==> config.mk <==
export PLATFORM = sky130hd
export DESIGN_NAME = vol_serial_rx
export DESIGN_NICKNAME = d
export VERILOG_FILES = /design/src/rtl/vol_rx_pkg.sv /design/src/rtl/vol_rx_sync.sv /design/src/rtl/vol_rx_shift.sv /design/src/rtl/vol_rx_bank.sv /design/src/rtl/vol_rx_decode.sv /design/src/rtl/vol_serial_rx.sv
export SDC_FILE = /design/constraint.sdc
export NUM_CORES = 1
export LEC_CHECK = 0
export BUFFER_PORTS_ARGS = -buffer_cell sky130_fd_sc_hd__buf_2
export CORE_AREA = 5 5 116 91
export CTS_CLUSTER_SIZE = 25
export DETAILED_ROUTE_END_ITERATION = 10
export DIE_AREA = 0 0 121 96
export SKIP_LAST_GASP = 1
export SYNTH_ARGS = -nofsm -noshare
export SYNTH_HDL_FRONTEND = slang
export SYNTH_SLANG_ARGS = --single-unit
==> constraint.sdc <==
create_clock -name clk -period 1.8 [get_ports clk]
set_input_delay 0.18 -clock clk [delete_from_list [all_inputs] [get_ports clk]]
set_output_delay 0.18 -clock clk [all_outputs]
set_load 0.02 [all_outputs]
==> src/rtl/vol_rx_pkg.sv <==
// Shared constants and types for the serial volume control receiver.
// Assumes 7-bit channel codes and 16-bit control words.
package vol_rx_pkg;
    localparam int CODE_W     = 7;
    localparam int FRAME_BITS = 2 * CODE_W + 2;

    // Value of the two select bits {bit15, bit14}
    typedef enum logic [1:0] {
        SEL_FRONT  = 2'b00,
        SEL_CENTRE = 2'b01,
        SEL_SURR   = 2'b10,
        SEL_TEST   = 2'b11
    } pair_sel_e;

    // One received control word, bit 0 is the first bit on the wire
    typedef struct packed {
        pair_sel_e          sel;
        logic [CODE_W-1:0]  code_b;
        logic [CODE_W-1:0]  code_a;
    } frame_t;

    localparam logic [CODE_W-1:0] MUTE_CODE = {2'b11, {(CODE_W-2){1'b0}}};
endpackage

==> src/rtl/vol_rx_sync.sv <==
// Synchroniser and edge detector for asynchronous pins.
// Each pin passes through STAGES flops. A further flop holds the previous
// synchronised level, so rise and fall pulses last one cycle.
// Assumes each pin level is held for more than STAGES+1 system clock cycles.
module vol_rx_sync #(
    parameter int WIDTH  = 2,
    parameter int STAGES = 2
) (
    input  logic             clk,
    input  logic             rst_n,
    input  logic [WIDTH-1:0] pin_i,
    output logic [WIDTH-1:0] level_o,
    output logic [WIDTH-1:0] rise_o,
    output logic [WIDTH-1:0] fall_o
);
    for (genvar g = 0; g < WIDTH; g++) begin : g_pin
        logic [STAGES-1:0] chain_q;
        logic              prev_q;

        // Move the pin level through the synchroniser chain
        always_ff @(posedge clk) begin
            if (!rst_n) begin
                chain_q <= '0;
                prev_q  <= 1'b0;
            end else begin
                chain_q <= {chain_q[STAGES-2:0], pin_i[g]};
                prev_q  <= chain_q[STAGES-1];
            end
        end

        assign level_o[g] = chain_q[STAGES-1];
        assign rise_o[g]  = chain_q[STAGES-1] & ~prev_q;
        assign fall_o[g]  = ~chain_q[STAGES-1] & prev_q;
    end
endmodule

==> src/rtl/vol_rx_shift.sv <==
// Word assembler: shifts in data at each rising serial clock edge, LSB first,
// and counts the bits. A falling serial clock edge with data high is a latch
// event. It commits the word only after exactly FRAME_BITS bits, and it
// always clears the counter. Assumes rise and fall never coincide.
module vol_rx_shift
    import vol_rx_pkg::*;
#(
    parameter int NBITS = FRAME_BITS,
    parameter int CNT_W = $clog2(NBITS + 1)
) (
    input  logic             clk,
    input  logic             rst_n,
    input  logic             sclk_rise_i,
    input  logic             sclk_fall_i,
    input  logic             sdat_i,
    output logic [NBITS-1:0] frame_o,
    output logic             commit_o,
    output logic [CNT_W-1:0] bit_cnt_o
);
    localparam logic [CNT_W-1:0] CNT_FULL = CNT_W'(NBITS);
    localparam logic [CNT_W-1:0] CNT_MAX  = '1;

    logic [NBITS-1:0] shreg_q;
    logic [NBITS-1:0] frame_q;
    logic [CNT_W-1:0] cnt_q;
    logic             commit_q;
    logic             latch_ev;

    assign latch_ev = sclk_fall_i & sdat_i;

    // Shift register: newest bit enters at the top and walks toward bit 0
    always_ff @(posedge clk) begin
        if (!rst_n) begin
            shreg_q <= '0;
        end else if (sclk_rise_i) begin
            shreg_q <= {sdat_i, shreg_q[NBITS-1:1]};
        end
    end

    // Bit counter: saturating count of rising edges, cleared by a latch event
    always_ff @(posedge clk) begin
        if (!rst_n) begin
            cnt_q <= '0;
        end else if (latch_ev) begin
            cnt_q <= '0;
        end else if (sclk_rise_i && cnt_q != CNT_MAX) begin
            cnt_q <= cnt_q + 1'b1;
        end
    end

    // Commit: capture a full word and pulse the commit flag for one cycle
    always_ff @(posedge clk) begin
        if (!rst_n) begin
            commit_q <= 1'b0;
            frame_q  <= '0;
        end else begin
            commit_q <= latch_ev && (cnt_q == CNT_FULL);
            if (latch_ev && (cnt_q == CNT_FULL)) begin
                frame_q <= shreg_q;
            end
        end
    end

    assign frame_o   = frame_q;
    assign commit_o  = commit_q;
    assign bit_cnt_o = cnt_q;
endmodule

==> src/rtl/vol_rx_bank.sv <==
// Channel register bank: NUM_PAIRS pairs of code registers. A committed word
// whose select value equals a pair index writes both codes of that pair and
// raises that pair's update strobe for one cycle. Select values of
// NUM_PAIRS or more write nothing. Assumes NUM_PAIRS <= 4.
module vol_rx_bank
    import vol_rx_pkg::*;
#(
    parameter int NUM_PAIRS = 3,
    parameter int NUM_CH    = 2 * NUM_PAIRS
) (
    input  logic                     clk,
    input  logic                     rst_n,
    input  logic                     commit_i,
    input  frame_t                   frame_i,
    output logic [NUM_CH*CODE_W-1:0] codes_o,
    output logic [NUM_PAIRS-1:0]     upd_o
);
    for (genvar p = 0; p < NUM_PAIRS; p++) begin : g_pair
        logic [CODE_W-1:0] first_q;
        logic [CODE_W-1:0] second_q;
        logic              upd_q;
        logic              wr;

        assign wr = commit_i && (frame_i.sel == 2'(p));

        // Pair registers: load both codes when this pair is selected
        always_ff @(posedge clk) begin
            if (!rst_n) begin
                first_q  <= MUTE_CODE;
                second_q <= MUTE_CODE;
                upd_q    <= 1'b0;
            end else begin
                upd_q <= wr;
                if (wr) begin
                    first_q  <= frame_i.code_a;
                    second_q <= frame_i.code_b;
                end
            end
        end

        assign codes_o[(2*p)*CODE_W   +: CODE_W] = first_q;
        assign codes_o[(2*p+1)*CODE_W +: CODE_W] = second_q;
        assign upd_o[p] = upd_q;
    end
endmodule

==> src/rtl/vol_rx_decode.sv <==
// Code decoder: a code whose two top bits are both set means mute, and it is
// reported as an all-ones attenuation. Any other code is the attenuation in
// dB. Purely combinational, one instance per channel by generate.
module vol_rx_decode
    import vol_rx_pkg::*;
#(
    parameter int NUM_CH = 6
) (
    input  logic [NUM_CH*CODE_W-1:0] codes_i,
    output logic [NUM_CH*CODE_W-1:0] atten_o,
    output logic [NUM_CH-1:0]        mute_o
);
    for (genvar c = 0; c < NUM_CH; c++) begin : g_ch
        logic [CODE_W-1:0] code;
        logic              mute;

        assign code = codes_i[c*CODE_W +: CODE_W];

        // Map one code to its mute flag and dB figure
        always_comb begin
            mute = &code[CODE_W-1:CODE_W-2];
            atten_o[c*CODE_W +: CODE_W] = mute ? {CODE_W{1'b1}} : code;
        end

        assign mute_o[c] = mute;
    end
endmodule

==> src/rtl/vol_serial_rx.sv <==
// Serial volume control receiver top: synchroniser, word assembler,
// pair-select register bank and per-channel decoder.
// Assumes the system clock gives each serial pin level at least 4 cycles.
module vol_serial_rx
    import vol_rx_pkg::*;
#(
    parameter int NUM_PAIRS   = 3,
    parameter int SYNC_STAGES = 2,
    parameter int NUM_CH      = 2 * NUM_PAIRS,
    parameter int CNT_W       = $clog2(FRAME_BITS + 1)
) (
    input  logic                     clk,
    input  logic                     rst_n,
    input  logic                     ser_clk_i,
    input  logic                     ser_dat_i,
    output logic [NUM_CH*CODE_W-1:0] atten_o,
    output logic [NUM_CH-1:0]        mute_o,
    output logic [NUM_PAIRS-1:0]     upd_o
);
    logic [1:0]              lvl_w;
    logic [1:0]              rise_w;
    logic [1:0]              fall_w;
    logic [FRAME_BITS-1:0]   frame_w;
    logic                    commit_w;
    logic [CNT_W-1:0]        bit_cnt_w;
    logic [NUM_CH*CODE_W-1:0] codes_w;
    frame_t                  frame_s;

    vol_rx_sync #(.WIDTH(2), .STAGES(SYNC_STAGES)) u_sync (
        .clk     (clk),
        .rst_n   (rst_n),
        .pin_i   ({ser_dat_i, ser_clk_i}),
        .level_o (lvl_w),
        .rise_o  (rise_w),
        .fall_o  (fall_w)
    );

    vol_rx_shift #(.NBITS(FRAME_BITS), .CNT_W(CNT_W)) u_shift (
        .clk         (clk),
        .rst_n       (rst_n),
        .sclk_rise_i (rise_w[0]),
        .sclk_fall_i (fall_w[0]),
        .sdat_i      (lvl_w[1]),
        .frame_o     (frame_w),
        .commit_o    (commit_w),
        .bit_cnt_o   (bit_cnt_w)
    );

    assign frame_s = frame_t'(frame_w);

    vol_rx_bank #(.NUM_PAIRS(NUM_PAIRS), .NUM_CH(NUM_CH)) u_bank (
        .clk      (clk),
        .rst_n    (rst_n),
        .commit_i (commit_w),
        .frame_i  (frame_s),
        .codes_o  (codes_w),
        .upd_o    (upd_o)
    );

    vol_rx_decode #(.NUM_CH(NUM_CH)) u_dec (
        .codes_i (codes_w),
        .atten_o (atten_o),
        .mute_o  (mute_o)
    );

    // Data-pin edges are not used; only its level matters
    logic unused_dat_edges;
    assign unused_dat_edges = rise_w[1] ^ fall_w[1];
endmodule

# Yosys cells after proc, flatten, opt, wreduce, memory -nomap -nowiden
# Index checks and enable logic that the tools add are counted.
# totals
register_bits	88
input_bits	4
output_inout_bits	51
# classes
n_addsub	1
n_eq_ne	4
muxes	6
n_bitwise	6
reduce_logical	13
# ops
cell	n
2-to-1 mux 7 bit	6
AND reduction 2 bit	6
adder 5 x 1 -> 5 bit, second input constant	1
== test 5 bit, second input constant	1
logical AND 1 bit	5
inequality test 5 bit, second input constant	1
AND 1 bit	3
NOT 1 bit	3
== test 2 x 1 -> 1 bit, second input constant	1
== test 2 bit, second input constant	1
zero test 2 bit	1
OR reduction 2 bit	1

# Depth between registers and ports, before layout
# logic_depth
word_depth	4
ltp_mapped	7
ltp_nobuf	6

# By module
# From an unflattened synthesis, not the netlist that was laid out.
# unflattened
cells_unflattened	391
hier_area_um2	3853.7
# by_module_without_submodules
mod	instances	cells_per_inst	area_per_inst_um2	seq_area_each_um2
vol_rx_bank	1	166	1721.7	900.9
vol_rx_shift	1	153	1544.0	760.7
vol_rx_decode	1	54	390.4	0.0
vol_rx_sync	1	18	197.7	120.1

# Worst setup path before layout
# Ideal clock, no wire load.
# synth_path
path_type	register to register
from	register u_shift.cnt_q[0] (netlist: u_shift.bit_cnt_o[0])
to	register u_shift.cnt_q[3] (netlist: u_shift.bit_cnt_o[3])
setup_time_ns	0.070
arrival_time_ns	1.525
t_required_ns	1.730
slack_ns	0.204
stages_incl_launch_ff	6
cell_sequence	dfxtp_1 > ha_1 > and3_1 > ha_1 > or4_1 > a21oi_1
# synth_between
elab_chain_cells	2
word_cells_on_any_way	3
cone_classes	add/sub: 1; eq/ne: 1; reduce/logical: 1
# synth_lines
item	line	source
start, declared	vol_rx_shift.sv:25	logic [CNT_W-1:0] cnt_q;
start signal, assigned	vol_rx_shift.sv:47	cnt_q <= cnt_q + 1'b1;
branches (longest 2 deep; another with adder 5 x 1 -> 5 bit)	--	
# Several ways; the timed one is not identified.
# A chain may end at the register's enable or synchronous reset.

# Worst setup path after layout
# Same ends and word-level chain as after synthesis.

==> results.sh <==
export IMPL_status="complete, no violations"
export IMPL_synth_top_area_share_pct=47.8
export IMPL_switching_power_mw=0.800
export IMPL_post_dp_hpwl_um=5220
export IMPL_grt_pass1_vias=2494
export IMPL_nNetsFinal=472
export IMPL_synth_edf_count=0
export IMPL_ys_async_sr_fraction_pct=0
export IMPL_antenna_left=0
export IMPL_grt_overflow_total=0
export IMPL_grt_max_degree=86
export IMPL_final_min_clock_period_ps=1680
export IMPL_crit_required_ps=2070
export IMPL_maxCapViolCount=0
export IMPL_yosys_top_cells_area="dfxtp_1, nand2_1, a21boi_0"
export IMPL_yosys_warnings=0
export IMPL_relSlewSlack_pct=62.6
export IMPL_clk_latency_ps=340
export IMPL_drive_gt1_share_pct=17.0
export IMPL_worstSetupStartpointType="flip-flop"
export IMPL_clk_path_buf_depth=2
export IMPL_synth_ff_latch_count=88
export IMPL_clockPowerShare_pct=48.8
export IMPL_htree_levels=3
export IMPL_seq_power_share_pct=49.4
export IMPL_drt_wl_total_um=7830
export IMPL_syn_inst=442
export IMPL_syn2layout_area_growth_pct=15.1
export IMPL_fin_worst_skew_ps=6.34
export IMPL_die_width_um=121
export IMPL_cp_end_kind="flip-flop"
export IMPL_p_leak_nw=1.51
export IMPL_rsz0062_at_grt="false"
export IMPL_ir_worst_vdd_mv=0.491
export IMPL_fp_row_count=31
export IMPL_fin_crit_sh_pct=93.3
export IMPL_synth_largest_area_cell="dfxtp_1"
export IMPL_numCtsBuffers=9
export IMPL_globalplace_congestion=0.734
export IMPL_pin_count=55
export IMPL_ys_seq_area_share_pct=47.8
export IMPL_ctsHoldBuffers=0
export IMPL_synth_area_um2=3690
export IMPL_core_um2=9350
export IMPL_path_max_fanout=6
export IMPL_combinationalPowerShare_pct=1.9
export IMPL_drtIter0Drc=235
export IMPL_switching_share_pct=20.1
export IMPL_cts_root_buf="clkbuf_16"
export IMPL_routedWlPerCell_um=13.0
export IMPL_post_synth_top_count_cell="nand2_1"
export IMPL_slew_viol_final=0
export IMPL_avgSynthCellArea_um2=8.34
export IMPL_diodes=0
export IMPL_tns_ps=0
export IMPL_tightest_slew_ps=559
export IMPL_cts_sinks=88
export IMPL_post_cts_buffers=0
export IMPL_start_util_pct=39.4
export IMPL_drt_pass1_iterations=4
export IMPL_grt_pass1_wl_um=12600
export IMPL_grt_usage_pct=13.9
export IMPL_setup_violations=0
export IMPL_viasPerCell=4.53
export IMPL_antenna_found_initial=0
export IMPL_drcViolationCount=0
export IMPL_synthTopCellsByCount="nand2_1, dfxtp_1, a21boi_0, nand2b_1, clkbuf_1"
export IMPL_intPower_mw=3.17
export IMPL_port_buffers=54
export IMPL_worst_hold_path_type="in -> reg"
export IMPL_crit_arrival_ps=1940
export IMPL_finalPower_mw=3.97
export IMPL_tritoncts="built"
export IMPL_dieArea_um2=11600
export IMPL_synth_nets=449
export IMPL_hold_violations=0
export IMPL_clk_pin_slew_ps=60
export IMPL_num_vias=2729
export IMPL_ys_types=33
export IMPL_path_class="reg -> reg"
export IMPL_fmax_mhz=596
export IMPL_powerDensity_nw_per_um2=936
export IMPL_die_h_um=96
export IMPL_synth_ff_type="dfxtp_1"
==> sequential cells by signal, indices dropped and copies added (netlist names) <==
name and count:
u_bank.g_pair.first_q 21, u_bank.g_pair.upd_q 3, u_shift.bit_cnt_o 5, u_sync.g_pin.prev_q 1, u_sync.g_pin.chain_q 4, u_shift.commit_o 1
u_bank.g_pair.second_q 21, u_shift.frame_o 16, u_shift.shreg_q 16
==> routing by layer <==
layer	vias to the layer above	routed length [um]	global-route usage, %
met2	65	3300	20.5
li1	1435	-	-
met5	-	0	0
met4	0	85	4.43
met3	11	464	4.58
met1	1218	3980	19.3
==> worst paths after layout <==
kind | cells past startpoint | slack [ps] | from | end
min reg2reg | 1 | 430 | u_sync.g_pin[0].chain_q[0] | u_sync.g_pin[0].chain_q[1]
max | 5 | 120 | u_shift.bit_cnt_o[0] | u_shift.bit_cnt_o[3]
min | 2 | 50 | ser_dat_i | u_sync.g_pin[1].chain_q[0]
max reg2reg | 5 | 120 | u_shift.bit_cnt_o[0] | u_shift.bit_cnt_o[3]
==> worst max-delay path, stage by stage, from the launching register on <==
cell and delay, ps:
dfxtp_1 350, ha_1 220, and3_1 190, ha_2 200, or4_1 500, a21oi_1 150
==> timing repair <==
action | in CTS | in global routing
setup endpoints to repair | 0 | 3
resized for setup | 0 | 2
hold endpoints to repair | 0 | 0
==> per-stage QoR <==
stage	util, %	hold slack [ps]	std cells	instance area [um2]	setup slack (ps)
5_1_grt	45.4	52.7	602	4240	43.7
3_5_place_dp	41.9	394	586	3920	90.7
3_3_place_gp	41.9	390	586	3920	170
6_report	45.4	48.8	602	4240	121
2_1_floorplan	-	307	442	3690	204
4_1_cts	45.3	39.6	602	4240	77.1
==> placed cells by master, fill, tap and decap left out <==
cell type	synthesis	layout
a21oi_1	3	3
clkinvlp_4	0	1
nor4bb_1	1	1
clkbuf_8	0	3
nand2_1	158	158
o21ai_0	2	2
and3_1	1	1
a21boi_0	35	35
buf_12	1	1
and3b_1	2	2
mux2i_1	16	16
nor3b_2	1	2
ha_1	3	2
bufinv_16	0	1
inv_1	8	8
nor2_1	2	2
clkbuf_16	0	9
o31ai_1	1	1
nor2b_1	1	1
clkinv_4	0	1
and2_1	9	9
dfxtp_1	88	88
nand3b_1	2	2
or3b_1	1	1
or4_1	1	1
a21boi_1	11	11
nand3b_4	1	1
nand3_1	13	13
buf_4	10	4
xnor2_1	2	2
ha_2	0	1
nand2b_1	31	31
clkinv_2	0	1
buf_2	11	54
nor4_4	1	1
==> power by group through the flow <==
| stage | Combinational (mW) | Clock, mW | Sequential, mW |
|---|---|---|---|
| after floorplan | 0.0587 | 0 | 2.00 |
| after global routing | 0.0827 | 2.05 | 1.96 |
| after global placement | 0.0750 | 0 | 2.00 |
| final | 0.0749 | 1.94 | 1.96 |
| after CTS | 0.0752 | 1.99 | 1.96 |
| after detailed placement | 0.0751 | 0 | 2.00 |
==> area by class of cell <==
class | count | area, um2
clock inverters | 4 | 51.3
inverters | 8 | 30.0
multi-input cells | 299 | 1650
clock buffers | 12 | 267
fillers | 924 | 5100
flip-flops and latches | 88 | 1760
repair buffers | 59 | 320
well taps | 132 | 165
==> logic make-up (layout without fill, tap and decap cells) <==
logic type	after synthesis	count (layout)	share of synthesized area, %
and+or+nand+nor	226	226	28.4
DFF	88	88	47.8
buffers and inverters	55	83	7.67
AOI/OAI and AO/OA	52	52	10.3
muxes	16	16	4.34
adders and majority gates	3	3	1.02
xor gates and xnor gates	2	2	0.475
Note: power is estimated with default switching activity, not from simulation.
